===== src/rtl/la_cap_pkg.sv =====
package la_cap_pkg;

    typedef enum logic [2:0] {
        ST_IDLE   = 3'd0,
        ST_FILL   = 3'd1,
        ST_ARMED  = 3'd2,
        ST_CAPT   = 3'd3,
        ST_DONE   = 3'd4
    } cap_state_e;

    typedef enum logic [1:0] {
        MD_SINGLE = 2'd0,
        MD_INCR   = 2'd1,
        MD_IMMED  = 2'd2,
        MD_ALT    = 2'd3
    } cap_mode_e;

endpackage


===== src/rtl/la_cap_cfg.sv =====
// Host-written configuration: capture mode and pre-trigger count.
module la_cap_cfg
    import la_cap_pkg::*;
#(
    parameter int DEPTH = 16,
    localparam int AW = $clog2(DEPTH),
    localparam int PW = $clog2(DEPTH + 1)
) (
    input  logic          clk,
    input  logic          rst_n,
    input  logic          we_i,
    input  logic [1:0]    mode_i,
    input  logic [PW-1:0] pos_i,
    output cap_mode_e     mode_o,
    output logic [AW-1:0] pos_o
);

    typedef struct packed {
        cap_mode_e     mode;
        logic [AW-1:0] pos;
    } cfg_t;

    cfg_t cfg_d, cfg_q;

    always_comb begin
        cfg_d = cfg_q;
        if (we_i) begin
            // code 3 is folded onto single-shot
            cfg_d.mode = (mode_i == 2'd3) ? MD_SINGLE : cap_mode_e'(mode_i);
            // positions at or beyond the depth put the trigger on the last slot
            cfg_d.pos  = (pos_i >= PW'(DEPTH)) ? AW'(DEPTH - 1) : pos_i[AW-1:0];
        end
    end

    always_ff @(posedge clk or negedge rst_n) begin
        if (!rst_n) begin
            cfg_q.mode <= MD_SINGLE;
            cfg_q.pos  <= AW'(DEPTH / 2);
        end else begin
            cfg_q <= cfg_d;
        end
    end

    assign mode_o = cfg_q.mode;
    assign pos_o  = cfg_q.pos;

endmodule


===== src/rtl/la_cap_oldest.sv =====
// Modulo-DEPTH subtraction: address lying BACK slots behind PTR.
module la_cap_oldest #(
    parameter int DEPTH = 16,
    localparam int AW = $clog2(DEPTH)
) (
    input  logic [AW-1:0] ptr_i,
    input  logic [AW-1:0] back_i,
    output logic [AW-1:0] addr_o
);

    generate
        if ((DEPTH & (DEPTH - 1)) == 0) begin : g_pow2
            assign addr_o = ptr_i - back_i;
        end else begin : g_npow2
            always_comb begin
                if (ptr_i >= back_i) addr_o = ptr_i - back_i;
                else                 addr_o = ptr_i + AW'(DEPTH) - back_i;
            end
        end
    endgenerate

endmodule


===== src/rtl/la_cap_fsm.sv =====
// Capture sequencer: state, write pointer and remaining-sample counter.
module la_cap_fsm
    import la_cap_pkg::*;
#(
    parameter int DEPTH = 16,
    localparam int AW = $clog2(DEPTH),
    localparam int CW = $clog2(DEPTH + 1)
) (
    input  logic          clk,
    input  logic          rst_n,
    input  logic          start_i,
    input  logic          trig_i,
    input  cap_mode_e     cfg_mode_i,
    input  logic [AW-1:0] cfg_pos_i,
    output logic          wr_en_o,
    output logic [AW-1:0] wr_addr_o,
    output cap_state_e    state_o,
    output cap_mode_e     act_mode_o,
    output logic [AW-1:0] oldest_o
);

    typedef struct packed {
        cap_state_e    st;
        logic [AW-1:0] ptr;
        logic [CW-1:0] cnt;     // FILLING: stored so far; CAPTURING: writes left
        cap_mode_e     md;
        logic [AW-1:0] pos;
        logic [AW-1:0] oldest;
    } fsm_t;

    fsm_t q, d;
    logic          we;
    logic [AW-1:0] ptr_nx;
    logic [AW-1:0] oldest_at_ptr;
    logic [CW-1:0] post_left;

    la_cap_oldest #(.DEPTH(DEPTH)) u_oldest (
        .ptr_i  (q.ptr),
        .back_i (q.pos),
        .addr_o (oldest_at_ptr)
    );

    assign ptr_nx    = (q.ptr == AW'(DEPTH - 1)) ? '0 : q.ptr + 1'b1;
    assign post_left = CW'(DEPTH - 1) - CW'(q.pos);

    always_comb begin
        d  = q;
        we = 1'b0;
        unique case (q.st)
            ST_IDLE, ST_DONE: begin
                if (start_i) begin
                    d.ptr = '0;
                    d.cnt = '0;
                    d.md  = cfg_mode_i;
                    d.pos = cfg_pos_i;
                    if (cfg_mode_i == MD_IMMED) begin
                        d.st     = ST_CAPT;
                        d.cnt    = CW'(DEPTH);
                        d.oldest = '0;
                    end else if (cfg_pos_i == '0) begin
                        d.st = ST_ARMED;
                    end else begin
                        d.st = ST_FILL;
                    end
                end
            end
            ST_FILL: begin
                we    = 1'b1;
                d.ptr = ptr_nx;
                d.cnt = q.cnt + CW'(1);
                if (q.cnt + CW'(1) == CW'(q.pos)) d.st = ST_ARMED;
            end
            ST_ARMED: begin
                we = (q.pos != '0) || trig_i;
                if (we) d.ptr = ptr_nx;
                if (trig_i) begin
                    d.oldest = oldest_at_ptr;
                    d.cnt    = post_left;
                    d.st     = (post_left == '0) ? ST_DONE : ST_CAPT;
                end
            end
            ST_CAPT: begin
                we = (q.md == MD_INCR) ? trig_i : 1'b1;
                if (we) begin
                    d.ptr = ptr_nx;
                    d.cnt = q.cnt - CW'(1);
                    if (q.cnt == CW'(1)) d.st = ST_DONE;
                end
            end
            default: d.st = ST_IDLE;
        endcase
    end

    always_ff @(posedge clk or negedge rst_n) begin
        if (!rst_n) begin
            q.st     <= ST_IDLE;
            q.ptr    <= '0;
            q.cnt    <= '0;
            q.md     <= MD_SINGLE;
            q.pos    <= '0;
            q.oldest <= '0;
        end else begin
            q <= d;
        end
    end

    assign wr_en_o    = we;
    assign wr_addr_o  = q.ptr;
    assign state_o    = q.st;
    assign act_mode_o = q.md;
    assign oldest_o   = q.oldest;

endmodule


===== src/rtl/la_capture_ctrl.sv =====
module la_capture_ctrl
    import la_cap_pkg::*;
#(
    parameter int DEPTH = 16,
    localparam int AW = $clog2(DEPTH),
    localparam int PW = $clog2(DEPTH + 1)
) (
    input  logic          clk,
    input  logic          rst_n,
    input  logic          cfg_we_i,
    input  logic [1:0]    cfg_mode_i,
    input  logic [PW-1:0] cfg_pos_i,
    input  logic          start_i,
    input  logic          trig_i,
    output logic          wr_en_o,
    output logic [AW-1:0] wr_addr_o,
    output logic [2:0]    state_o,
    output logic [AW-1:0] start_addr_o
);

    cap_mode_e     cfg_mode;
    logic [AW-1:0] cfg_pos;
    cap_mode_e     act_mode;
    cap_state_e    st;

    la_cap_cfg #(.DEPTH(DEPTH)) u_cfg (
        .clk    (clk),
        .rst_n  (rst_n),
        .we_i   (cfg_we_i),
        .mode_i (cfg_mode_i),
        .pos_i  (cfg_pos_i),
        .mode_o (cfg_mode),
        .pos_o  (cfg_pos)
    );

    la_cap_fsm #(.DEPTH(DEPTH)) u_fsm (
        .clk        (clk),
        .rst_n      (rst_n),
        .start_i    (start_i),
        .trig_i     (trig_i),
        .cfg_mode_i (cfg_mode),
        .cfg_pos_i  (cfg_pos),
        .wr_en_o    (wr_en_o),
        .wr_addr_o  (wr_addr_o),
        .state_o    (st),
        .act_mode_o (act_mode),
        .oldest_o   (start_addr_o)
    );

    assign state_o = st;

endmodule


===== config.mk =====
export PLATFORM = sky130hd
export DESIGN_NAME = la_capture_ctrl
export DESIGN_NICKNAME = d
export VERILOG_FILES = /design/src/rtl/la_cap_pkg.sv /design/src/rtl/la_cap_cfg.sv /design/src/rtl/la_cap_oldest.sv /design/src/rtl/la_cap_fsm.sv /design/src/rtl/la_capture_ctrl.sv
export SDC_FILE = /design/constraint.sdc
export NUM_CORES = 1
export LEC_CHECK = 0
export BUFFER_PORTS_ARGS = -buffer_cell sky130_fd_sc_hd__buf_4
export CORE_MARGIN = 4
export CORE_UTILIZATION = 35
export CTS_CLUSTER_DIAMETER = 150
export CTS_CLUSTER_SIZE = 30
export DETAILED_ROUTE_END_ITERATION = 6
export GPL_TIMING_DRIVEN = 0
export SLEW_MARGIN = 25
export SYNTH_ARGS = -nofsm -noshare
export SYNTH_HDL_FRONTEND = slang
export SYNTH_SLANG_ARGS = --single-unit

===== constraint.sdc =====
create_clock -name clk -period 2.25 [get_ports clk]
set_input_delay 0.45 -clock clk [delete_from_list [all_inputs] [get_ports clk]]
set_output_delay 0.45 -clock clk [all_outputs]
set_load 0.01 [all_outputs]

# [Yosys cells after proc, flatten, opt, wreduce, memory -nomap -nowiden]
# Cells that the tools add are included.
[classes] n_eq_ne=17 n_lt_le_gt_ge=1 n_reduce_logical=13 n_addsub=5 n_mux=21
[op_table] cell="$pmux W9 S4" count=1
[op_table] cell="$mux W22" count=1
[op_table] cell="$mux W4" count=5
[op_table] cell="$mux W12" count=1
[op_table] cell="$mux W3" count=4
[op_table] cell="$pmux W3 S4" count=1
[op_table] cell="$reduce_and A4 Y1" count=3
[op_table] cell="$mux W5" count=2
[op_table] cell="$ne A2 B1 Y1 const B" count=5
[op_table] cell="$pmux W4 S2" count=1
[op_table] cell="$reduce_bool A4 Y1" count=2
[op_table] cell="$eq A3 B2 Y1 const B" count=2
[op_table] cell="$mux W2" count=3
[op_table] cell="$add A5 B1 Y5 const B" count=1
[op_table] cell="$eq A5 B1 Y1 const B" count=1
[op_table] cell="$eq A5 B4 Y1" count=1
[op_table] cell="$ge A5 B5 Y1 const B" count=1
[op_table] cell="$logic_not A5 Y1" count=1
[op_table] cell="$reduce_and A5 Y1" count=1
[op_table] cell="$sub A4 B4 Y5 const A" count=1
[op_table] cell="$sub A5 B1 Y5 const B" count=1
[op_table] cell="$add A4 B1 Y4 const B" count=1
[op_table] cell="$eq A2 B2 Y1 const B" count=2
[op_table] cell="$eq A4 B4 Y1 const B" count=1
[op_table] cell="other kinds (13)" count=14
[totals] output_inout_bits=12 input_bits=12 word_cells=65 reg_bits=28

# [Depth between registers and ports, before layout]
# Gate-level depths: netlist (run 1).
[depth] depth_word=5 mapped_depth=8 ltp_nobuf=7

# [Modules after synthesis]
# A second synthesis (run 1) with hierarchy kept.
[hier_totals] cells_unflattened=208 hier_area_um2=1930.6
[modules_own_cells] module="la_cap_fsm" seq_area_each_um2=550.5 area_each_um2=1569.0 cells_each=168 instances=1
[modules_own_cells] module="la_cap_cfg" seq_area_each_um2=151.4 area_each_um2=245.2 cells_each=25 instances=1
[modules_own_cells] module="la_cap_oldest" seq_area_each_um2=0.0 area_each_um2=116.4 cells_each=15 instances=1

# [Least setup slack after synthesis (run 1)]
# OpenSTA, ideal clock, no wires.
[synth_path] path_kind="flip-flop to flip-flop" startpoint="reg u_fsm.q[11] (netlist name)" endpoint="reg u_fsm.state_o[2] (netlist name)" slack_ns=0.373 synth_period_minus_slack_ns=1.877 setup_time_ns=0.125 t_arrival_ns=1.752 stages_incl_launch_ff=6 path_cell_list="dfrtp_1 -> inv_1 -> ha_1 -> or4b_4 -> a311oi_4 -> mux2_4"
[synth_between] elab_chain_cells=4 word_cells_on_any_way=6
[synth_rtl] item="from (decl)" line="la_cap_fsm.sv:31" source="fsm_t q, d;"
[synth_rtl] item="$add A5 B1 Y5" line="la_cap_fsm.sv:71" source="if (q.cnt + CW'(1) == CW'(q.pos)) d.st = ST_ARMED;"
[synth_rtl] item="$eq A5 B4 Y1" line="la_cap_fsm.sv:71"
[synth_rtl] item="$ne A2 B1 Y1 (no line)"
[synth_rtl] item="$reduce_and A5 Y1 (no line) *"
# Mark *: on every way between the ends. The rest lies on a longest branch, timed or not.
# A chain may end at the register's enable or synchronous reset.

# [Final worst setup path (run 1)]
[layout_path] startpoint="reg u_fsm.q[4] (netlist name)" endpoint="out wr_en_o"
[layout_between] elab_chain_cells=3
[layout_rtl] item="$reduce_bool A4 Y1" line="la_cap_fsm.sv:74" source="we = (q.pos != '0) || trig_i;"
[layout_rtl] item="$logic_or A1 B1 Y1" line="la_cap_fsm.sv:74"
[layout_rtl] item="$pmux W1 S3" line="la_cap_fsm.sv:49" source="unique case (q.st)"
[layout_rtl] item="to (decl)" line="la_capture_ctrl.sv:15" source="output logic wr_en_o,"
# No other way between the ends.

==> results.md, run 1 <==
Outcome:
- The run finished with clean final reports.

Setup path:
- The signal on the critical path passes through or4_1 -> o21ai_1 -> nand2_2 -> buf_4.
- The largest incremental delay on the critical path is 0.53 ns.
- The highest fanout seen on the critical path is 6.
- The critical path arrival is 1.73 ns.
- The depth of the worst register-to-register path is 5.
- The data required time of the worst path is ~1.8 ns.
- The slowest stage cell on the critical path is sky130_fd_sc_hd__or4_1.
- The type of origin of the critical path is a register.
- By startpoint and endpoint, the worst setup path is classified as reg -> out.
- The type of destination of the critical path is a primary output.

STA:
- In the finished design, the share of the clock period the worst path needs comes to 0.970.
- Setup violations remaining at the end of the flow were counted as 0.
- In the final timing run, aggregate negative setup slack is 0 ns.
- The minimum clock period is 2.18 ns.
- The final count of pins violating max slew is 0.
- The fmax is 458 MHz.
- The number of failing hold endpoints at the final stage is 0.
- The worst path meets setup with 0.0682 ns of slack.
- The worst clock skew on the final layout is 0.00443 ns.
- At the pin with the least slew margin, the transition time is 0.547 ns.
- The remaining max-slew budget at the tightest pin is 0.635.

Pwr:
- The share of total power dissipated in sequential elements is 0.286.
- Of the total power, combinational logic draws 0.590.
- IR analysis of the VDD net gives a maximum drop of 486 uV.
- The total power is 3.27 mW.
- The static leakage power is 0.982 nW.
- The internal cell power is 1.91 mW.
- Dividing total power by cell area gives a power density of 1440 nW/um^2.
- For this design the total switching power over the nets is around 1.4 mW.
- The share of total power dissipated in the clock network is 0.124.
- The net switching share of the total power is 0.416.

Floorplanning:
- The total I/O pin count is 24.
- The number of rows in the core area is 26.
- The area of the core is approximately 5200 um^2.
- The die area is 6610 um^2.
- The overall die height is 81.3 um.
- The die is between 80 and 90 um wide.
- For this configuration, the core starts out at a cell density of 0.364.

Synthesis:
- Averaged over all synthesized cells, the footprint is about 9.3 um^2.
- In this run, distinct cell masters in the synthesized netlist total 51.
- The number of warnings issued by yosys is 0.
- The fraction of registers with async set or reset after synthesis is 1.00.
- Synthesis produced a netlist with a net count of between 200 and 250.
- The sequential area share after synthesis is 0.373.
- The instance count of the mapped netlist is 202.
- The cell taking the most area after synthesis is sky130_fd_sc_hd__dfrtp_1.
- After synthesis, the cell types taking the most area are sky130_fd_sc_hd__dfrtp_1, sky130_fd_sc_hd__ha_1, sky130_fd_sc_hd__buf_4.
- The main flop type after synthesis is sky130_fd_sc_hd__dfrtp_1.
- Yosys instantiated no cell more often than sky130_fd_sc_hd__dfrtp_1.
- Of the post-synthesis cell area, the dominant cell type holds 0.359.
- After synthesis the netlist holds a flip-flop and latch count of 28.
- In the synthesized netlist, the cells that appear most often are sky130_fd_sc_hd__dfrtp_1, sky130_fd_sc_hd__nor2_1, sky130_fd_sc_hd__o21ai_0.
- In this run, synthesis inferred 0 flip-flops with an integrated enable.
- The area of the mapped netlist is 1880 um^2.

Clock tree:
- In this run the deepest clock path goes through 2 buffers.
- The worst-skew pair later-pin latency is 0.28 ns.
- The TritonCTS clock tree is yes.
- The clock drives 28 sinks.
- The H-tree depth reported by CTS is 1.
- The clock root buffer is sky130_fd_sc_hd__clkbuf_8.
- TritonCTS created 3 clock buffers.
- The clock-pin slew reported for the worst setup and hold paths after clock tree synthesis is ~0.10 ns.
- The number of hold-repair buffers added at the cts stage is 0.

Cells and area:
- The sequential cells in the finished layout cover a total of 706 um^2.
- The finished layout cell area is 2270 um^2.
- The area growth from synthesis to layout is 20.7%.
- The final cell count without fillers is 304.
- Counting the fill cells in the layout gives around 500.
- For this run, the post-layout net count is between 200 and 300.
- The multi-input combinational cell area is 1020 um^2.
- The layout cell share with drive strength beyond 1 is 0.295.
- The final antenna diode count is 0.

Drt:
- The detailed router placed 1612 vias in this run.
- The total length of routed wires is 4410 um.
- For this run, design rule violations remaining after detail routing come to 0.
- The DRC marker count from the first detailed-route iteration is approximately 150.
- The number of nets with antenna violations after routing is 0.
- The number of vias per cell after detailed routing is 5.30.
- The first detailed-routing pass ran for 4 iterations.
- After detailed routing, the average wire length per cell comes to 14.5 um.

Job:
- Max-cap violations in this run came to 0.

Global routing:
- The via count of the first global-routing pass came to 1511.
- Summed over all layers, the global routing overflow is 0.
- The aggregate global-route resource usage is 0.142.
- The first global-routing pass estimated roughly 7300 um of wire.
- The number of antenna violations at the first check in global routing is 0.
- Entering global routing, the biggest net connects 29 pins.

Placed design:
- The number of buffers inserted by port buffering is 23.
- The post-detailed-placement cell area is 2140 um^2.
- At the placement stage, the worst setup path has a slack of 0.159 ns.
- The routability congestion estimate is between 0.8 and 0.9.
- The total half-perimeter wirelength after legalization and detailed placement is 3230 um.
- Counting tap cells, the placed design contains a total of 295 instances.

Hold path:
- The worst hold path belongs to the class in -> async.
timing repair:
item,in CTS,in global routing
setup buffers,1,4
resized for setup,4,5
endpoints found under the setup margin,1,1
pin swaps,1,0
cell families after synthesis:
| group | synth area share |
|---|---|
| simple gates | 0.178 |
| mux | 0.0432 |
| compound gates | 0.209 |
| xor+xnor | 0.0465 |
| flops | 0.373 |
| fa+ha+maj | 0.0572 |
| buf+inv | 0.0931 |
through the flow:
stage | hold slack [ns] | utilization
floorplan | 0.154 | -
global placement | 0.393 | 0.414
detailed placement | 0.395 | 0.414
CTS | 0.0752 | 0.431
global route | 0.0868 | 0.439
finish | 0.0704 | 0.439
cell usage in the layout (no fill, tap or decap), types with 2 or more instances in the layout:
cell and instances:
sky130_fd_sc_hd__a21oi_1 13, sky130_fd_sc_hd__nor3b_1 3, sky130_fd_sc_hd__clkbuf_1 3, sky130_fd_sc_hd__dfrtp_2 3
sky130_fd_sc_hd__ha_1 7, sky130_fd_sc_hd__o211ai_1 2, sky130_fd_sc_hd__o22ai_1 3, sky130_fd_sc_hd__xor2_1 3
sky130_fd_sc_hd__nand3b_1 6, sky130_fd_sc_hd__buf_2 5, sky130_fd_sc_hd__a32o_1 2, sky130_fd_sc_hd__buf_4 39
sky130_fd_sc_hd__mux2_2 5, sky130_fd_sc_hd__nor3_1 3, sky130_fd_sc_hd__a21o_1 2, sky130_fd_sc_hd__or2_2 2
sky130_fd_sc_hd__nand3_1 7, sky130_fd_sc_hd__o41ai_1 3, sky130_fd_sc_hd__dfrtp_1 24, sky130_fd_sc_hd__a22o_1 2
sky130_fd_sc_hd__nand2b_1 3, sky130_fd_sc_hd__clkbuf_8 3, sky130_fd_sc_hd__nor4_1 2, sky130_fd_sc_hd__inv_1 11
sky130_fd_sc_hd__xnor2_1 7, sky130_fd_sc_hd__o21ai_0 14, sky130_fd_sc_hd__a31oi_1 3, sky130_fd_sc_hd__nor2_1 14
sky130_fd_sc_hd__nand2_1 11
critical path, delay by kind of cell (launching register included):
| family | cells | cell delay (ns) |
|---|---|---|
| AND/OR/NAND/NOR | 2 | 0.65 |
| flip-flops | 1 | 0.47 |
| buffers and inverters | 1 | 0.17 |
| AO/OA/AOI/OAI | 1 | 0.15 |
state kept, by name, summed over array words and instances (netlist names):
name / flops
u_fsm.act_mode_o: 2
u_fsm.q: 9
u_fsm.state_o: 3
u_cfg.pos_o: 4
u_cfg.mode_o: 2
u_fsm.wr_addr_o: 4
u_fsm.oldest_o: 4
final timing paths:
check                                  start                  to  slack, ns
max                               u_fsm.q[4]             wr_en_o       0.07
min                                    rst_n  u_fsm.wr_addr_o[0]       0.07
max reg2reg                      u_fsm.q[11]    u_fsm.state_o[2]       0.21
min reg2reg                u_fsm.oldest_o[1]   u_fsm.oldest_o[1]       0.51
max in group asynchronous              rst_n      u_cfg.pos_o[3]       1.86
min in group clk               cfg_mode_i[1]     u_cfg.mode_o[1]       0.41
cell type report:
class / count / share of cell area
multi-input combinational: 142 / 0.449
sequential: 28 / 0.311
timing repair buffer: 28 / 0.0926
buffer: 21 / 0.0595
tap: 70 / 0.0386
clock buffer: 3 / 0.0182
inverter: 11 / 0.0182
clock inverter: 1 / 0.0132
power groups by stage:
stage	clock, mW	sequential [mW]	combinational [mW]
floorplan	0	0.862	1.38
global placement	0	0.939	1.81
detailed placement	0	0.946	1.81
CTS	0.422	0.941	1.84
global route	0.438	0.961	2.14
finish	0.406	0.935	1.93
routing by layer:
| metal | track usage | part of all wire | wire length [um] | vias up |
|---|---|---|---|---|
| met5 | 0 | 0 | 0 | - |
| met4 | 0.0591 | 0.013 | 56 | 0 |
| met3 | 0.0310 | 0.066 | 291 | 6 |
| met2 | 0.207 | 0.46 | 2010 | 55 |
| met1 | 0.202 | 0.46 | 2050 | 770 |
| li1 | - | - | - | 781 |
Power figures use the tool's default switching activity.
==> run 2: changes to the inputs <==
--- a/config.mk
+++ b/config.mk
@@ -9,9 +9,9 @@
 export CORE_MARGIN = 4
 export CORE_UTILIZATION = 35
 export CTS_CLUSTER_DIAMETER = 150
-export CTS_CLUSTER_SIZE = 30
+export CTS_CLUSTER_SIZE = 8
 export DETAILED_ROUTE_END_ITERATION = 6
-export GPL_TIMING_DRIVEN = 0
+export GPL_TIMING_DRIVEN = 1
 export SLEW_MARGIN = 25
 export SYNTH_ARGS = -nofsm -noshare
 export SYNTH_HDL_FRONTEND = slang
==> run 2 against run 1 <==
  * Combinational power is 8% lower
  * Sequential share of layout area is 1.4 points higher
  * Non-clock buffer count is 16 lower
  * First-iteration DRC count is 34% lower
  * Clock skew is 0.0021 ns lower
  * Critical path type unchanged
  * Critical endpoint unchanged
  * Largest power group unchanged
==> results.md, run 2 (synthesized netlist as in run 1, its figures left out) <==
Outcome:
- The run finished with clean final reports.

Global routing:
- The via count of the first global-routing pass is 1484.
- The first-pass GRT wire length is 7360 um.
- For this run, the total global-route usage over all layers was measured as 0.144.
- The total grt overflow is 0.
- Entering global routing, the biggest net connects 29 pins.
- The number of antenna violations at the first check in global routing is 0.

Clock tree:
- The TritonCTS buffer count is 3.
- The clock-pin slew reported for the worst setup and hold paths after clock tree synthesis is 0.10 ns.
- In this run, post-CTS hold repair placed 0 buffers.
- For the worst-skew pair, the clock arrives at the later sink with an insertion delay of 0.28 ns.
- The cell sitting at the root of the clock tree is a sky130_fd_sc_hd__clkbuf_8.
- The clock sink count is 28.
- The maximum clock insertion buffer count is 2.
- After clock tree synthesis, the setup repair step added 0 buffers.
- TritonCTS built the clock tree.
- The H-tree depth reported by CTS is 1.

STA:
- The share of the clock period used by the worst path is 0.922.
- The transition time of the tightest slew-check pin is 0.530 ns.
- The number of failing hold endpoints at the final stage is 0.
- Setup repair after global routing left no endpoint under its margin.
- The remaining max-slew budget at the tightest pin is 0.647.
- The number of endpoints failing setup at the final stage is 0.
- The summed negative setup slack over all endpoints is 0 ns.
- The final count of pins violating max slew is 0.
- The fmax is 482 MHz.
- Subtracting the final worst setup slack from the clock period gives 2.07 ns.
- The worst clock skew on the final layout is 0.00235 ns.

Setup path:
- The worst reg2reg path startpoint is u_fsm.q[10].
- The critical path start-end classification is reg -> out.
- The type of origin of the critical path is a register.
- In this run the register-to-register setup slack is approximately 0.25 ns.
- The highest fanout seen on the critical path is 6.
- The type of destination of the critical path is a primary output.
- The data required time of the worst path is 1.80 ns.
- The worst register-to-register path ends at u_fsm.state_o[2].
- The critical path arrival is 1.62 ns.
- For the worst flop-to-flop path, the logic depth is 4.

Drt:
- The routed design has ~4300 um of wire.
- After detailed routing, the number of vias per cell comes to 5.29.
- After detailed routing, the wire length on met1 is 2060 um.
- The DRC marker count from the first detailed-route iteration is 96.
- The first detailed-routing pass took 4 iterations.
- After detailed routing, the number of remaining DRC violations is 0.
- The top routing layer in use is met4.
- The number of nets with antenna violations after routing is 0.
- After detailed routing, the met2 layer carries ~1800 um of wire.
- In the final routed layout, each cell accounts on average for 14.8 um.
- The routed length on met3 is 332 um.
- The total number of vias is 1524.

Cells and area:
- The net total in the final layout is roughly 240.
- After routing the design area is 2160 um^2.
- The top cell types in the final layout, fill and taps aside, are sky130_fd_sc_hd__buf_4, sky130_fd_sc_hd__dfrtp_1, sky130_fd_sc_hd__o21ai_0, sky130_fd_sc_hd__nor2_1, sky130_fd_sc_hd__a21oi_1.
- The layout cell share with drive strength beyond 1 is 0.234.
- The signed area change from the synthesized netlist to the final layout is 14.8%.
- The most common cell after layout, fill and taps aside is sky130_fd_sc_hd__buf_4.
- The register with the most flip-flops in the layout has 9 of them.
- Counting flops per register, the top entry is u_fsm.q.
- The final antenna diode count is 0.
- The final cell count without fillers is 288.

Pwr:
- For this design the ratio of total power to cell area is 1440 nW/um^2.
- Summing internal, switching and leakage power gives about 3.1 mW.
- The worst vdd rail ir drop is 595 uV.
- In this run the static leakage power is 0.910 nW.

Job:
- Max-cap violations in this run came to 0.

Floorplanning:
- The number of rows in the core area is 26.
- From left edge to right edge, the die measures 81.3 um.
- The floorplan step defined a die boundary enclosing 6610 um^2.
- The initial utilization of the core area, before any placement, comes to 0.364.
- The die is 81.3 um tall.
- The region available for standard cell placement spans 5170 um^2.
- The total I/O pin count is 24.

Placed design:
- After detailed placement, the total cell area comes to 2080 um^2.
- The number of placed instances, taps included, is 284.
- The congestion estimate from routability-driven global placement came to 0.890.
- The total half-perimeter wirelength after legalization and detailed placement is 3250 um.
- The number of buffers inserted by port buffering is 23.

Hold path:
- The path class of the tightest hold or removal check is in -> async.
run 2: routing by layer:
layer	track usage	vias up
met5	0	-
met1	0.209	706
li1	-	747
met4	0.0355	0
met3	0.0299	4
met2	0.216	67
run 2: layout make-up:
class | count | area [um^2]
Fill cell | 516 | 3010
Clock inverter | 1 | 30.0
Timing Repair Buffer | 33 | 248
Clock buffer | 3 | 41.3
Multi-Input combinational cell | 142 | 1010
Inverter | 11 | 41.3
Sequential cell | 28 | 702
Tap cell | 70 | 87.6
run 2: per-stage QoR:
step            util  setup slack, ns  hold slack [ns]
2_1_floorplan      -            0.373            0.154
3_3_place_gp   0.403            0.314            0.393
3_5_place_dp   0.403            0.271            0.391
4_1_cts        0.417            0.136           0.0761
5_1_grt        0.418           0.0717           0.0851
6_report       0.418            0.176           0.0709
run 2: worst max-delay path by stage:
stage                           from          endpoint  slack (ns)  cells past startpoint
finish                    u_fsm.q[4]           wr_en_o        0.18                      4
global route              u_fsm.q[4]           wr_en_o        0.07                      4
CTS                 u_fsm.state_o[2]           wr_en_o        0.14                      4
detailed placement       u_fsm.q[10]  u_fsm.state_o[2]        0.27                      4
global placement         u_fsm.q[10]  u_fsm.state_o[2]        0.31                      4
floorplan                u_fsm.q[11]  u_fsm.state_o[2]        0.37                      5
run 2: repair_timing:
item	in CTS	in global routing
gates resized for setup	0	1
endpoints found under the hold margin	0	0
setup endpoints to repair	0	1
run 2: worst max-delay path, cell delays in order (launching register included):
cell and delay, ns:
sky130_fd_sc_hd__dfrtp_1 0.39, sky130_fd_sc_hd__or4_1 0.51, sky130_fd_sc_hd__o21ai_1 0.13, sky130_fd_sc_hd__nand2_1 0.14, sky130_fd_sc_hd__buf_4 0.18
run 2: where the power goes:
part           total (mW)  leakage, nW  switching, mW  internal, mW
Sequential          0.942        0.343          0.254         0.688
Clock               0.402       0.0357          0.164         0.239
Combinational        1.77        0.532          0.907         0.864
Total                3.12        0.910           1.32          1.79
==> run 3: changes to the inputs <==
==> constraint.sdc (replaced) <==
create_clock -name clk -period 2.3 [get_ports clk]
set_input_delay 0.46 -clock clk [delete_from_list [all_inputs] [get_ports clk]]
set_output_delay 0.46 -clock clk [all_outputs]
set_load 0.01 [all_outputs]
==> run 3 against run 2 <==
  * Clock power fell by 1%
  * Setup slack got worse by 0.024 ns
  * Worst hold slack improved by 0.0092 ns
  * Utilization down 0.17 points
  * Critical endpoint unchanged
  * Die area unchanged
  * Critical path depth stayed put
  * Sequential power is 6.1% lower
  * Sequential share of layout area up 0.19 points
  * Highest routed layer unchanged
  * Largest power group unchanged
  * Via count shrank 1.3%
==> results.md, run 3 (synthesized netlist as in run 1, its figures left out) <==
Global routing:
- The total grt overflow is 0.
- The first global-routing pass estimated 7060 um of wire.
- The pin count of the biggest net entering global routing is 29.
- The number of antenna violations at the first check in global routing is 0.
- The via count of the first global-routing pass is 1424.
- Across every metal layer, demand over resource in global routing totals 0.139.

Setup path:
- The highest fanout seen on the critical path is 6.
- The critical path start-end classification is reg -> out.
- For the worst setup path, the data arrival time is 1.69 ns.
- STA puts the critical path data required time at 1.84 ns.
- The type of origin of the critical path is a register.
- STA classifies the critical path endpoint as a primary output.

Clock tree:
- The TritonCTS clock tree is yes.
- The clock sink count is 28.
- For the worst-skew pair, the clock arrives at the later sink with an insertion delay of around 0.28 ns.
- The clock root buffer is sky130_fd_sc_hd__clkbuf_8.
- The number of hold-repair buffers added at the cts stage is 0.
- The TritonCTS buffer count is 3.
- The number of setup buffers added after CTS is 0.
- Gates resized during post-CTS repair numbered 0.
- Clock-pin slew was measured on the worst setup and hold paths at 0.10 ns.
- The maximum clock insertion buffer count is 2.
- In this run the number of H-tree levels came out at 1.

Drt:
- Before antenna repair, the detailed router went through 4 iterations.
- The detail-routed net length per standard cell is 14.8 um.
- Across all layers, the routed design uses ~1500 vias.
- After detailed routing, the number of vias per cell comes to 5.26.
- The post-route DRC violation count is 0.
- The count of nets left with antenna violations once routing finished came out at 0.
- After detailed routing, the total wire length is between 4000 and 5000 um.
- After the first detailed-routing iteration, the DRC count stood at 100.

Floorplanning:
- The area of the core is 5170 um^2.
- The die area is 6610 um^2.
- From left edge to right edge, the die measures ~81 um.
- In this run the core area contains 26 standard-cell rows.
- The initial standard-cell utilization of the core is 0.364.
- In this run the vertical extent of the chip is 81.3 um.
- The total I/O pin count is 24.

Cells and area:
- Excluding fillers, the count of instances in the completed layout stands at approximately 290.
- Leaving out fill and tap cells, the most frequent cell in the layout is sky130_fd_sc_hd__buf_4.
- The final antenna diode count is 0.
- The finished layout cell area is 2150 um^2.
- The register with the highest flop count is u_fsm.q.
- The number of flip-flops in the largest register is 9.
- The share of the core filled with cells is 0.416.
- The layout cell share with drive strength beyond 1 is 0.241.
- The signed area change from the synthesized netlist to the final layout is 14.3%.
- At the end of the flow, the number of nets in the layout was 237.
- In the layout the commonest cells are sky130_fd_sc_hd__buf_4, sky130_fd_sc_hd__dfrtp_1, sky130_fd_sc_hd__o21ai_0, sky130_fd_sc_hd__nor2_1, sky130_fd_sc_hd__a21oi_1.

Placed design:
- The pre-CTS worst setup slack is 0.332 ns.
- The post-detailed-placement cell area is roughly 2100 um^2.
- The number of buffers inserted by port buffering is 23.
- Once detailed placement completed, the half-perimeter wirelength came to 3150 um.
- In this run, placement finished with an instance count of 282.
- The routability congestion estimate is 0.885.

Job:
- The tool flagged a number of max-cap violations equal to 0.

Hold path:
- The classification of the worst-slack hold path is in -> async.

STA:
- The setup slack of the critical path after layout is 0.152 ns.
- The minimum clock period is 2.15 ns.
- The transition time of the tightest slew-check pin is around 0.48 ns.
- The fmax is 466 MHz.
- The number of endpoints failing setup at the final stage is 0.
- The share of the clock period used by the worst path is 0.934.
- For the final database, setup skew stands at 0.00212 ns.
- The remaining max-slew budget at the tightest pin is 0.679.
- The final count of pins violating max slew was 0.
- Setup total negative slack on the finished layout was measured at 0 ns.
- Setup repair after global routing left no endpoint under its margin.
- The number of failing hold endpoints at the final stage is 0.
- Across all hold checks on the routed design, the worst slack comes to 0.0801 ns.

Pwr:
- The worst vdd rail ir drop is 568 uV.
- The cell area power density is ~1400 nW/um^2.
- The static leakage power is 0.901 nW.
- Summing internal, switching and leakage power gives about 3 mW.

Outcome:
- The run finished with clean final reports.
run 3: cell types whose count changed in the layout (fill, tap and decap cells not counted):
cell / change
sky130_fd_sc_hd__nor2b_1: -1
sky130_fd_sc_hd__buf_4: -2
sky130_fd_sc_hd__nand2_1: -1
sky130_fd_sc_hd__nor2b_2: +1
sky130_fd_sc_hd__nand2_2: +1
sky130_fd_sc_hd__dfrtp_1: -1
sky130_fd_sc_hd__dfrtp_2: +1
run 3: worst paths after layout:
| kind | cells after the start | start | endpoint | slack (ns) |
|---|---|---|---|---|
| min | 1 | rst_n | u_fsm.wr_addr_o[3] | 0.08 |
| min reg2reg | 2 | u_fsm.oldest_o[0] | u_fsm.oldest_o[0] | 0.49 |
| max reg2reg | 4 | u_fsm.q[10] | u_fsm.state_o[2] | 0.30 |
| max in group asynchronous | 1 | rst_n | u_cfg.pos_o[3] | 1.91 |
| min in group clk | 2 | cfg_we_i | u_cfg.pos_o[3] | 0.39 |
| max | 4 | u_fsm.q[5] | wr_en_o | 0.15 |
run 3: critical path, cell delays in order (launching register included):
cell and delay (ns):
sky130_fd_sc_hd__dfrtp_2 0.47, sky130_fd_sc_hd__or4_1 0.52, sky130_fd_sc_hd__o21ai_1 0.16, sky130_fd_sc_hd__nand2_2 0.11
sky130_fd_sc_hd__buf_4 0.16
run 3: metal layers:
layer,track usage,wire (um),vias to the layer above
met3,0.0233,224,9
met1,0.202,2040,700
met5,0,0,-
met2,0.211,1880,50
met4,0.0372,70,0
li1,-,-,745
run 3: area by class of cell:
class	count	area [um^2]
well taps	70	87.6
fillers	501	3020
inverters	11	41.3
flip-flops and latches	28	703
multi-input cells	142	1010
clock inverters	1	30.0
repair buffers	31	233
clock buffers	3	41.3
run 3: power by group:
| part | switching (mW) | leakage, nW | internal, mW |
|---|---|---|---|
| Combinational | 0.913 | 0.523 | 0.833 |
| Sequential | 0.210 | 0.342 | 0.676 |
| Clock | 0.163 | 0.0357 | 0.233 |
| Total | 1.29 | 0.901 | 1.74 |
